`src/rtl/hzd_pkg.sv`:
```
package hzd_pkg;

    typedef enum logic [1:0] {
        SLOT_BUBBLE  = 2'd0,
        SLOT_NOWRITE = 2'd1,
        SLOT_ALU     = 2'd2,
        SLOT_LOAD    = 2'd3
    } slot_state_t;

    localparam int OPERANDS = 2;
    localparam int OP_A     = 0;
    localparam int OP_B     = 1;

endpackage

```
`src/rtl/hzd_slot_fsm.sv`:
```
module hzd_slot_fsm
    import hzd_pkg::*;
#(
    parameter int REG_W = 5
) (
    input  logic             clk,
    input  logic             rst_n,
    input  logic             advance,
    input  logic [REG_W-1:0] dec_dst,
    input  logic             dec_wr,
    input  logic             dec_load,
    output slot_state_t      slot_state,
    output logic [REG_W-1:0] slot_dst,
    output logic             slot_live,
    output logic             slot_alu,
    output logic             slot_load
);

    slot_state_t      state_q;
    slot_state_t      state_d;
    logic [REG_W-1:0] dst_q;
    logic             writes_reg;

    assign writes_reg = dec_wr && (dec_dst != '0);

    // next-state selection
    always_comb begin
        state_d = SLOT_BUBBLE;
        unique case ({advance, writes_reg, dec_load})
            3'b100, 3'b101: state_d = SLOT_NOWRITE;   // T_TAKE_QUIET
            3'b110:         state_d = SLOT_ALU;       // T_TAKE_ALU
            3'b111:         state_d = SLOT_LOAD;      // T_TAKE_LOAD
            default:        state_d = SLOT_BUBBLE;    // T_TAKE_BUBBLE
        endcase
    end

    // state register
    always_ff @(posedge clk) begin
        if (!rst_n) begin
            state_q <= SLOT_BUBBLE;
            dst_q   <= '0;
        end else begin
            state_q <= state_d;
            dst_q   <= advance ? dec_dst : '0;
        end
    end

    // outputs per state
    always_comb begin
        slot_live = 1'b0;
        slot_alu  = 1'b0;
        slot_load = 1'b0;
        unique case (state_q)
            SLOT_BUBBLE:  ;
            SLOT_NOWRITE: ;
            SLOT_ALU: begin
                slot_live = 1'b1;
                slot_alu  = 1'b1;
            end
            SLOT_LOAD: begin
                slot_live = 1'b1;
                slot_load = 1'b1;
            end
        endcase
    end

    assign slot_state = state_q;
    assign slot_dst   = dst_q;

endmodule

```
`src/rtl/hzd_src_match.sv`:
```
module hzd_src_match #(
    parameter int REG_W = 5
) (
    input  logic             dec_valid,
    input  logic [REG_W-1:0] src,
    input  logic             rd_en,
    input  logic [REG_W-1:0] slot_dst,
    input  logic             slot_live,
    output logic             dep
);

    logic src_nonzero;
    logic same_reg;

    assign src_nonzero = (src != '0);
    assign same_reg    = (src == slot_dst);
    assign dep         = dec_valid && rd_en && src_nonzero && same_reg && slot_live;

endmodule

```
`src/rtl/hzd_policy.sv`:
```
module hzd_policy #(
    parameter int NUM_FWD = 2
) (
    input  logic dep_a,
    input  logic dep_b,
    input  logic slot_alu,
    input  logic slot_load,
    input  logic br_taken,
    output logic stall,
    output logic can_fwd_a,
    output logic can_fwd_b
);

    logic load_use;
    logic unserved;

    assign load_use  = slot_load && (dep_a || dep_b);
    assign can_fwd_a = slot_alu && dep_a;

    generate
        if (NUM_FWD >= 2) begin : g_two_paths
            assign unserved  = 1'b0;
            assign can_fwd_b = slot_alu && dep_b;
        end else begin : g_one_path
            assign unserved  = slot_alu && dep_b;
            assign can_fwd_b = 1'b0;
        end
    endgenerate

    assign stall = (load_use || unserved) && !br_taken;

endmodule

```
`src/rtl/fwd_interlock.sv`:
```
module fwd_interlock
    import hzd_pkg::*;
#(
    parameter int REG_COUNT = 32,
    parameter int NUM_FWD   = 2,
    parameter int REG_W     = $clog2(REG_COUNT)
) (
    input  logic             clk,
    input  logic             rst_n,
    input  logic             dec_valid,
    input  logic [REG_W-1:0] dec_src_a,
    input  logic             dec_rd_a,
    input  logic [REG_W-1:0] dec_src_b,
    input  logic             dec_rd_b,
    input  logic [REG_W-1:0] dec_dst,
    input  logic             dec_wr,
    input  logic             dec_load,
    input  logic             br_taken,
    output logic             fwd_a,
    output logic             fwd_b,
    output logic             stall,
    output logic             bubble,
    output logic             flush
);

    slot_state_t      slot_state;
    logic [REG_W-1:0] slot_dst;
    logic             slot_live;
    logic             slot_alu;
    logic             slot_load;
    logic             advance;
    logic             can_fwd_a;
    logic             can_fwd_b;
    logic             fwd_a_q;
    logic             fwd_b_q;

    logic [REG_W-1:0] src_vec [OPERANDS];
    logic             rd_vec  [OPERANDS];
    logic             dep_vec [OPERANDS];

    assign src_vec[OP_A] = dec_src_a;
    assign src_vec[OP_B] = dec_src_b;
    assign rd_vec[OP_A]  = dec_rd_a;
    assign rd_vec[OP_B]  = dec_rd_b;

    hzd_slot_fsm #(.REG_W(REG_W)) u_slot (
        .clk        (clk),
        .rst_n      (rst_n),
        .advance    (advance),
        .dec_dst    (dec_dst),
        .dec_wr     (dec_wr),
        .dec_load   (dec_load),
        .slot_state (slot_state),
        .slot_dst   (slot_dst),
        .slot_live  (slot_live),
        .slot_alu   (slot_alu),
        .slot_load  (slot_load)
    );

    generate
        for (genvar g = 0; g < OPERANDS; g++) begin : g_match
            hzd_src_match #(.REG_W(REG_W)) u_match (
                .dec_valid (dec_valid),
                .src       (src_vec[g]),
                .rd_en     (rd_vec[g]),
                .slot_dst  (slot_dst),
                .slot_live (slot_live),
                .dep       (dep_vec[g])
            );
        end
    endgenerate

    hzd_policy #(.NUM_FWD(NUM_FWD)) u_policy (
        .dep_a     (dep_vec[OP_A]),
        .dep_b     (dep_vec[OP_B]),
        .slot_alu  (slot_alu),
        .slot_load (slot_load),
        .br_taken  (br_taken),
        .stall     (stall),
        .can_fwd_a (can_fwd_a),
        .can_fwd_b (can_fwd_b)
    );

    assign advance = dec_valid && !stall && !br_taken;
    assign bubble  = stall || br_taken;
    assign flush   = br_taken;

    always_ff @(posedge clk) begin
        if (!rst_n) begin
            fwd_a_q <= 1'b0;
            fwd_b_q <= 1'b0;
        end else begin
            fwd_a_q <= advance && can_fwd_a;
            fwd_b_q <= advance && can_fwd_b;
        end
    end

    assign fwd_a = fwd_a_q;
    assign fwd_b = fwd_b_q;

endmodule

```
`config.mk`:
```
export PLATFORM = sky130hd
export DESIGN_NAME = fwd_interlock
export DESIGN_NICKNAME = d
export VERILOG_FILES = /design/src/rtl/hzd_pkg.sv /design/src/rtl/hzd_slot_fsm.sv /design/src/rtl/hzd_src_match.sv /design/src/rtl/hzd_policy.sv /design/src/rtl/fwd_interlock.sv
export SDC_FILE = /design/constraint.sdc
export NUM_CORES = 1
export LEC_CHECK = 0
export BUFFER_PORTS_ARGS = -buffer_cell sky130_fd_sc_hd__buf_2
export CORE_AREA = 2 2 39 41
export CTS_BUF_LIST = sky130_fd_sc_hd__clkbuf_4 sky130_fd_sc_hd__clkbuf_8
export DETAILED_ROUTE_END_ITERATION = 10
export DIE_AREA = 0 0 41 43
export PLACE_DENSITY = 0.67
export SETUP_SLACK_MARGIN = 0.05
export SKIP_CTS_REPAIR_TIMING = 1
export SLEW_MARGIN = 20
export SYNTH_ARGS = -nofsm -noshare
export SYNTH_HDL_FRONTEND = slang
export SYNTH_SLANG_ARGS = --single-unit
```
`constraint.sdc`:
```
create_clock -name clk -period 3.4 [get_ports clk]
set_clock_uncertainty 0.15 [all_clocks]
set_input_delay 0.51 -clock clk [delete_from_list [all_inputs] [get_ports clk]]
set_output_delay 0.51 -clock clk [all_outputs]
set_load 0.02 [all_outputs]
```
Word level (Yosys, flattened, before mapping)
Index checks and enable logic that the tools add are counted.
{ "classes": {"n_mux": 4, "n_eq_ne": 8, "reduce_logical": 27} }
{ "ops": {"columns": ["op", "n"], "rows": [
  ["logical AND 1 bit", 17],
  ["nonzero test 5 bit", 3],
  ["equality test 3 bit (second input constant)", 4],
  ["equality test 5 bit", 2],
  ["case mux 2 bit (3 select lines)", 1],
  ["equality test 2 bit (second input constant)", 2],
  ["OR reduction 2 bit", 2],
  ["2-to-1 mux 1 bit", 3],
  ["logical NOT 1 bit", 2],
  ["logical OR 1 bit", 2],
  ["AND reduction 2 bit", 1]
]} }
{ "totals": {"wordCells": 43, "inputBits": 23, "register_bits": 9, "output_inout_bits": 5} }

Depth between registers and ports, before layout
Gate-level depths: netlist (run 1).
{ "logic_depth": {"word_depth": 13, "ltp_mapped": 5, "depth_no_buf": 4} }

By module
A second synthesis (run 1) with hierarchy kept.
{ "unflattened": {"hier_cells": 53, "hier_area_um2": 490.5} }
{ "modules_own_cells": {"columns": ["module", "cells_each", "instances", "seq_area_each_um2", "area_per_inst_um2"], "rows": [
  ["hzd_slot_fsm", 22, 1, 140.1, 224.0],
  ["hzd_src_match", 10, 2, 0.0, 78.8],
  ["fwd_interlock", 7, 1, 40.0, 78.8],
  ["hzd_policy", 4, 1, 0.0, 30.0]
]} }

Worst setup path before layout (run 1)
No wires, ideal clock.
{ "synth_timing": {"path_type": "input to output", "from": "in dec_src_b[0]", "to": "out stall", "arrival_ns": 1.632, "stages": 4, "path_buffers": 0, "t_required_ns": 2.740, "path_slack_ns": 1.108, "path_cell_list": "xor2_1 > nor4_1 > nand2_1 > a211oi_1"} }
{ "synth_via": {"elab_chain_cells": 7, "elab_cells_between_ends": 8, "cone_classes": "1 x eq/ne; 7 x reduce/logical"} }
{ "synth_lines": {"columns": ["element", "line_no", "source"], "rows": [
  ["start: declaration", "fwd_interlock.sv:13", "input logic [REG_W-1:0] dec_src_b,"],
  ["nonzero test 5 bit", "hzd_src_match.sv:15", "assign src_nonzero = (src != '0);"],
  ["logical AND 1 bit", "hzd_src_match.sv:17", "assign dep = dec_valid && rd_en && src_nonzero && same_reg && slot_live;"],
  ["logical AND 1 bit (*) (2 in a row)", "hzd_src_match.sv:17", null],
  ["logical OR 1 bit (*)", "hzd_policy.sv:17", "assign load_use = slot_load && (dep_a || dep_b);"],
  ["logical AND 1 bit (*)", "hzd_policy.sv:17", null],
  ["logical AND 1 bit (*)", "hzd_policy.sv:30", "assign stall = (load_use || unserved) && !br_taken;"],
  ["end: declaration", "fwd_interlock.sv:21", "output logic stall,"]
]} }
Mark *: on every way between the ends. The rest lies on a longest branch, timed or not.

Worst setup path after layout (run 1)
{ "layout_timing": {"from": "in dec_src_b[0]", "to": "out bubble"} }
{ "layout_via": {"elab_chain_cells": 8, "elab_cells_between_ends": 9, "cone_classes": "1 x eq/ne; 8 x reduce/logical"} }
{ "layout_lines": {"columns": ["element", "line_no", "source"], "rows": [
  ["nonzero test 5 bit", "hzd_src_match.sv:15", null],
  ["logical AND 1 bit", "hzd_src_match.sv:17", null],
  ["logical AND 1 bit (*) (2 in a row)", "hzd_src_match.sv:17", null],
  ["logical OR 1 bit (*)", "hzd_policy.sv:17", null],
  ["logical AND 1 bit (*)", "hzd_policy.sv:17", null],
  ["logical AND 1 bit (*)", "hzd_policy.sv:30", null],
  ["logical OR 1 bit (*)", "fwd_interlock.sv:85", "assign bubble = stall || br_taken;"],
  ["end: declaration", "fwd_interlock.sv:22", "output logic bubble,"]
]} }
Marked as above.

==> results.py, run 1 <==
metrics = {
    "grt": {
        "grt_overflow": 0,
        "grt_max_degree": 9,
        "grt_usage_pct": 13.65,
        "antenna_found_initial": 0,
        "grt_pass1_vias": 484,
        "grt_pass1_wl_um": 1683,
    },
    "routing": {
        "ant_nets": 0,
        "wl_um": 1042,
        "drtIter0Drc": 7,
        "dr.pass1.iters": 2,
        "viasPerCell": 4.695,
        "wire_per_inst_um": 9.924,
        "vias": 493,
        "route.detailed.drc": 0,
    },
    "clocking": {
        "cts_buffers": 3,
        "htree_levels": 1,
        "insertion_delay_ps": 250,
        "cts-root-buf": "clkbuf_4",
        "clock_path_buffers": 2,
        "cts_tree": "done",
        "cts.sinks": 9,
        "clk_pin_slew_ps": 60,
    },
    "cells_and_area": {
        "multi_input_area_sq_um": 302.8,
        "diodes": 0,
        "utilization_pct": 48.28,
        "drive_gt1_share_pct": 39.33,
        "n_fill_cell": 142,
        "instances_no_fill": 105,
        "seqCellArea_sq_um": 180.2,
        "syn2layout_area_growth_pct": 31.20,
        "finalNetCount": 113,
    },
    "setup_path": {
        "crit_arrival_ps": 1770,
        "worstReg2RegEnd": "u_slot.slot_dst[2]",
        "cp_data_required_time_ps": 2740,
        "startpoint_type": "input pin",
        "path_max_fanout": 8,
        "rrSetupSlack_ps": 1810,
        "r2r-start": "u_slot.slot_dst[0]",
        "rr_worst_depth": 4,
        "cp-end-kind": "primary output",
        "worstSetupPathType": "in -> out",
    },
    "power": {
        "leakagePower_nw": 0.3105,
        "switchingPower_mw": 0.05081,
        "pwr-share-comb_pct": 14.4,
        "powerDensity_mw_per_mm2": 342.5,
        "pwr-share-clk_pct": 37.4,
        "p_int_mw": 0.1780,
        "switching_share_pct": 22.20,
        "ir_drop_mv": 0.1673,
        "seqPwrFrac_pct": 48.2,
        "p_total_mw": 0.2289,
    },
    "timing": {
        "rsz0062_at_grt": "no",
        "setup_viol": 0,
        "slew_headroom_pct": 72.53,
        "timing.fmax_ghz": 0.4119,
        "setup_tns_ps": 0,
        "fin_crit_ps": 2428,
        "period_share_pct": 71.41,
        "worst_pin_slew_ps": 410.5,
        "finalMaxSlewViolations": 0,
        "hold_viol": 0,
    },
    "yosys": {
        "synth.avg_cell_area_sq_um": 8.348,
        "synth_seq_area_share_pct": 35.38,
        "synth_nets": 84,
        "ys_ff_latch": 9,
        "ys_warn_count": 0,
        "syn_inst": 61,
        "synth_area_sq_um": 509.2,
        "synth.distinct_cells": 20,
    },
    "placed_design": {
        "dp_hpwl_um": 918.4,
        "dp.cells": 101,
        "port-buffer-count": 27,
        "gp_congestion": 0.6830,
    },
    "die": {
        "die_area_sq_mm": 0.001763,
        "io_pins": 28,
        "core_sq_mm": 0.001384,
        "fp.dieW_um": 41,
        "die_h_um": 43,
        "rows": 14,
        "initial_core_util_pct": 36.80,
    },
    "worst_hold_path": {
        "hold_depth": 3,
        "holdPathEnd": "u_slot.slot_dst[4]",
        "hold_class": "in -> reg",
        "hp-start": "dec_dst[4]",
    },
    "status": {
        "status": "finished, final reports clean",
    },
    "flow_run": {
        "cap_violations": 0,
    },
}
## sequential cells by signal, indices dropped and copies added, names as in the netlist
signal	count
fwd_a	1
fwd_b	1
u_slot.slot_dst	5
u_slot.slot_state	2
## layout make-up
class,instances,area share [%]
clock buffer,4,4.494
multi-input combinational,49,45.32
sequential,9,26.97
tap,16,2.996
timing repair buffer,27,20.22
## per-layer routing
layer,vias to the layer above,routed length (um),GRT usage (%)
met5,-,0,0
met4,0,0,8.000
met3,0,81,1.571
met2,18,507,22.81
met1,207,454,15.46
li1,268,-,-
## logic make-up after synthesis
family | synth area share [%]
buffers and inverters | 5.159
and+or+nand+nor | 38.08
xor gates and xnor gates | 15.48
AOI/OAI and AO/OA | 5.895
DFF | 35.38
## how the worst max path moves through the flow
| stage | depth (start not counted) | startpoint | slack [ps] | to |
|---|---|---|---|---|
| 3_3_place_gp | 6 | dec_src_b[0] | 980 | bubble |
| 5_1_grt | 5 | u_slot.slot_dst[0] | 790 | bubble |
| 4_1_cts | 5 | u_slot.slot_dst[0] | 960 | bubble |
| 3_5_place_dp | 6 | dec_src_b[0] | 970 | bubble |
| 6_report | 6 | dec_src_b[0] | 970 | bubble |
| 2_1_floorplan | 4 | dec_src_b[0] | 1110 | stall |
## power groups by stage
stage	registers (mW)	clock network, mW	logic (mW)
floorplan	0.112	0	0.0155
global placement	0.113	0	0.0326
detailed placement	0.113	0	0.0332
CTS	0.110	0.0888	0.0334
global route	0.111	0.0952	0.0370
finish	0.110	0.0856	0.0330
## cells in the final DEF (no fill, tap or decap), drive strengths merged, types with 2 or more instances in the layout
cell | synthesis | layout
xor2 | 9 | 9
nor2 | 5 | 5
buf | 3 | 27
clkbuf | 0 | 4
nand2 | 9 | 9
a211oi | 2 | 2
nand3 | 3 | 3
nor3 | 9 | 9
o21ai | 3 | 3
nor4 | 2 | 2
dfxtp | 9 | 9
## stage by stage
step / area (sq um) / hold WS, ps / setup slack, ps
final: 668.1 / 343.3 / 972.2
after global routing: 668.1 / 344.9 / 790.8
after CTS: 668.1 / 335.5 / 956.8
after detailed placement: 638.1 / 384.4 / 966.0
after global placement: 638.1 / 386.1 / 980.4
after floorplan: 509.2 / 346.0 / 1108
## Yosys cell counts
| master | n | share of area [%] |
|---|---|---|
| dfxtp_1 | 9 | 35 |
| nand2_1 | 9 | 6.6 |
| nor3_1 | 9 | 8.8 |
| xor2_1 | 9 | 15 |
| nor2_1 | 5 | 3.7 |
| nand3_1 | 3 | 2.9 |
| a211oi_1 | 2 | 2.9 |
| buf_4 | 2 | 2.9 |
| o21ai_1 | 2 | 2.0 |
| and3_4 | 1 | 2.2 |
| and4_1 | 1 | 1.7 |
| buf_6 | 1 | 2.2 |
| nand3b_1 | 1 | 1.5 |
| nor4_1 | 1 | 1.2 |
| nor4_2 | 1 | 2.5 |
| nor4b_2 | 1 | 2.9 |
| o21ai_0 | 1 | 0.98 |
| or2_2 | 1 | 1.2 |
| or3_1 | 1 | 1.2 |
| or4_1 | 1 | 1.5 |
## critical path, stage by stage
cell,delay (ps)
buf_2,100
xor2_1,130
nor4_1,330
and4_1,400
or3_1,140
buf_2,150
Power figures use the tool's default switching activity.
==> run 2, diff against run 1 <==
Clock period 3.4 ns to 2.3 ns, I/O delays scaled along.
==> run 2 against run 1 <==
Effect of this change: final area up 2.1%; die area unchanged; sequential share of layout area decreased by 0.54 points; hold slack lost 170 ps; sequential cell count unchanged; largest cell class unchanged; power is 50% higher; global-route usage is 0.38 points higher; first-iteration DRC count increased by 86%; clock-buffer cell count unchanged.
==> results.py, run 2 (synthesis results as in run 1) <==
metrics = {
    "cells_and_area": {
        "multi_input_area_sq_um": 309.0,
        "largest_reg_flops": 5,
        "final_cell_mix": "27 x buf_2, 9 x nand2_1, 9 x xor2_1, 9 x nor3_1, 9 x dfxtp_1",
        "drive_gt1_share_pct": 41.11,
        "layout_commonest_cell": "buf_2",
        "instances_no_fill": 106,
        "n_fill_cell": 150,
        "design_area_sq_um": 681.9,
        "diodes": 0,
        "finalNetCount": 114,
        "syn2layout_area_growth_pct": 33.91,
        "seqCellArea_sq_um": 180.2,
    },
    "placed_design": {
        "detailed_place.area_sq_um": 645.6,
        "dp.cells": 102,
        "dp_hpwl_um": 893.3,
        "gp_congestion": 0.7073,
        "port-buffer-count": 27,
    },
    "clocking": {
        "cts-root-buf": "clkbuf_4",
        "clk_pin_slew_ps": 60,
        "htree_levels": 1,
        "cts_tree": "done",
        "insertion_delay_ps": 260,
        "clock_path_buffers": 2,
        "cts_buffers": 3,
        "cts.sinks": 9,
    },
    "setup_path": {
        "cp_cell_sequence": "xor2_1 > nor3_1 > and3_4 > or3_1 > buf_2",
        "rrSetupSlack_ps": 760,
        "r2r-start": "u_slot.slot_dst[0]",
        "cp_data_required_time_ps": 1800,
        "worstSetupPathType": "reg -> out",
        "path_max_fanout": 8,
        "crit_slowest_cell": "dfxtp_1",
        "cp-startpoint": "u_slot.slot_dst[1]",
        "max_stage_delay_ps": 380,
        "startpoint_type": "flip-flop",
        "cp-end-kind": "primary output",
        "crit_arrival_ps": 1640,
    },
    "timing": {
        "fin_crit_ps": 2138,
        "period_share_pct": 92.96,
        "setup_tns_ps": 0,
        "timing.fmax_ghz": 0.4677,
        "hold_viol": 0,
        "finalMaxSlewViolations": 0,
        "hold-worst-slack_ps": 169.4,
        "slew_headroom_pct": 71.55,
        "worst_pin_slew_ps": 425.1,
        "setup_viol": 0,
        "rsz0062_at_grt": "no",
    },
    "die": {
        "fp.dieW_um": 41,
        "core_sq_mm": 0.001384,
        "initial_core_util_pct": 36.80,
        "rows": 14,
        "die_h_um": 43,
        "io_pins": 28,
        "die_area_sq_mm": 0.001763,
    },
    "power": {
        "leakagePower_nw": 0.3163,
        "p_total_mw": 0.3431,
        "ir_drop_mv": 0.2743,
        "powerDensity_mw_per_mm2": 503.2,
    },
    "grt": {
        "grt_pass1_vias": 463,
        "grt_usage_pct": 14.03,
        "grt_overflow": 0,
        "antenna_found_initial": 0,
        "grt_pass1_wl_um": 1628,
        "grt_max_degree": 9,
    },
    "flow_run": {
        "cap_violations": 0,
    },
    "routing": {
        "ant_nets": 0,
        "dr.pass1.iters": 4,
        "wire_per_inst_um": 10.27,
        "route.detailed.drc": 0,
        "viasPerCell": 4.868,
        "wl_um": 1089,
        "drtIter0Drc": 13,
        "vias": 516,
    },
    "worst_hold_path": {
        "hp-start": "dec_dst[3]",
        "hold_class": "in -> reg",
    },
    "status": {
        "status": "finished, final reports clean",
    },
}
-- run 2: changes by cell type in the layout (fill, tap and decap cells not counted) --
cell and delta:
nor4_1 -1, nor4_2 +1, buf_4 +1
-- run 2: per-layer routing --
layer | GRT usage (%) | wire length [um] | vias up | share of wire, %
met1 | 14.05 | 466 | 224 | 43
li1 | - | - | 272 | -
met3 | 3.141 | 73 | 2 | 6.7
met4 | 12.00 | 11 | 0 | 1.0
met2 | 22.50 | 538 | 18 | 49
met5 | 0 | 0 | - | 0
-- run 2: stage by stage --
step,utilization [%],setup WS [ps]
6_report,49.28,162.0
5_1_grt,49.28,57.98
2_1_floorplan,-,337.8
4_1_cts,48.82,146.1
3_3_place_gp,46.65,278.4
3_5_place_dp,46.65,244.5
-- run 2: path summary, 6_finish.rpt --
| kind | endpoint | depth (start not counted) |
|---|---|---|
| min | u_slot.slot_dst[3] | 3 |
| max reg2reg | u_slot.slot_dst[1] | 5 |
| max | bubble | 5 |
| min reg2reg | fwd_b | 2 |
-- run 2: worst max-delay path, delay by kind of cell, from the launching register on --
kind / cells / cell delay (ps)
buffers and inverters: 1 / 170
flip-flops: 1 / 380
XOR/XNOR: 1 / 200
AND/OR/NAND/NOR: 3 / 640
-- run 2: area by class of cell --
type | count | area share, %
multi-input cells | 49 | 45.32
clock buffers | 4 | 4.404
flip-flops and latches | 9 | 26.42
repair buffers | 28 | 20.92
well taps | 16 | 2.936
-- run 2: power breakdown --
group | internal, mW | switching (mW)
clock network | 0.0784 | 0.0519
logic | 0.0256 | 0.0242
registers | 0.159 | 0.00357
total | 0.263 | 0.0797
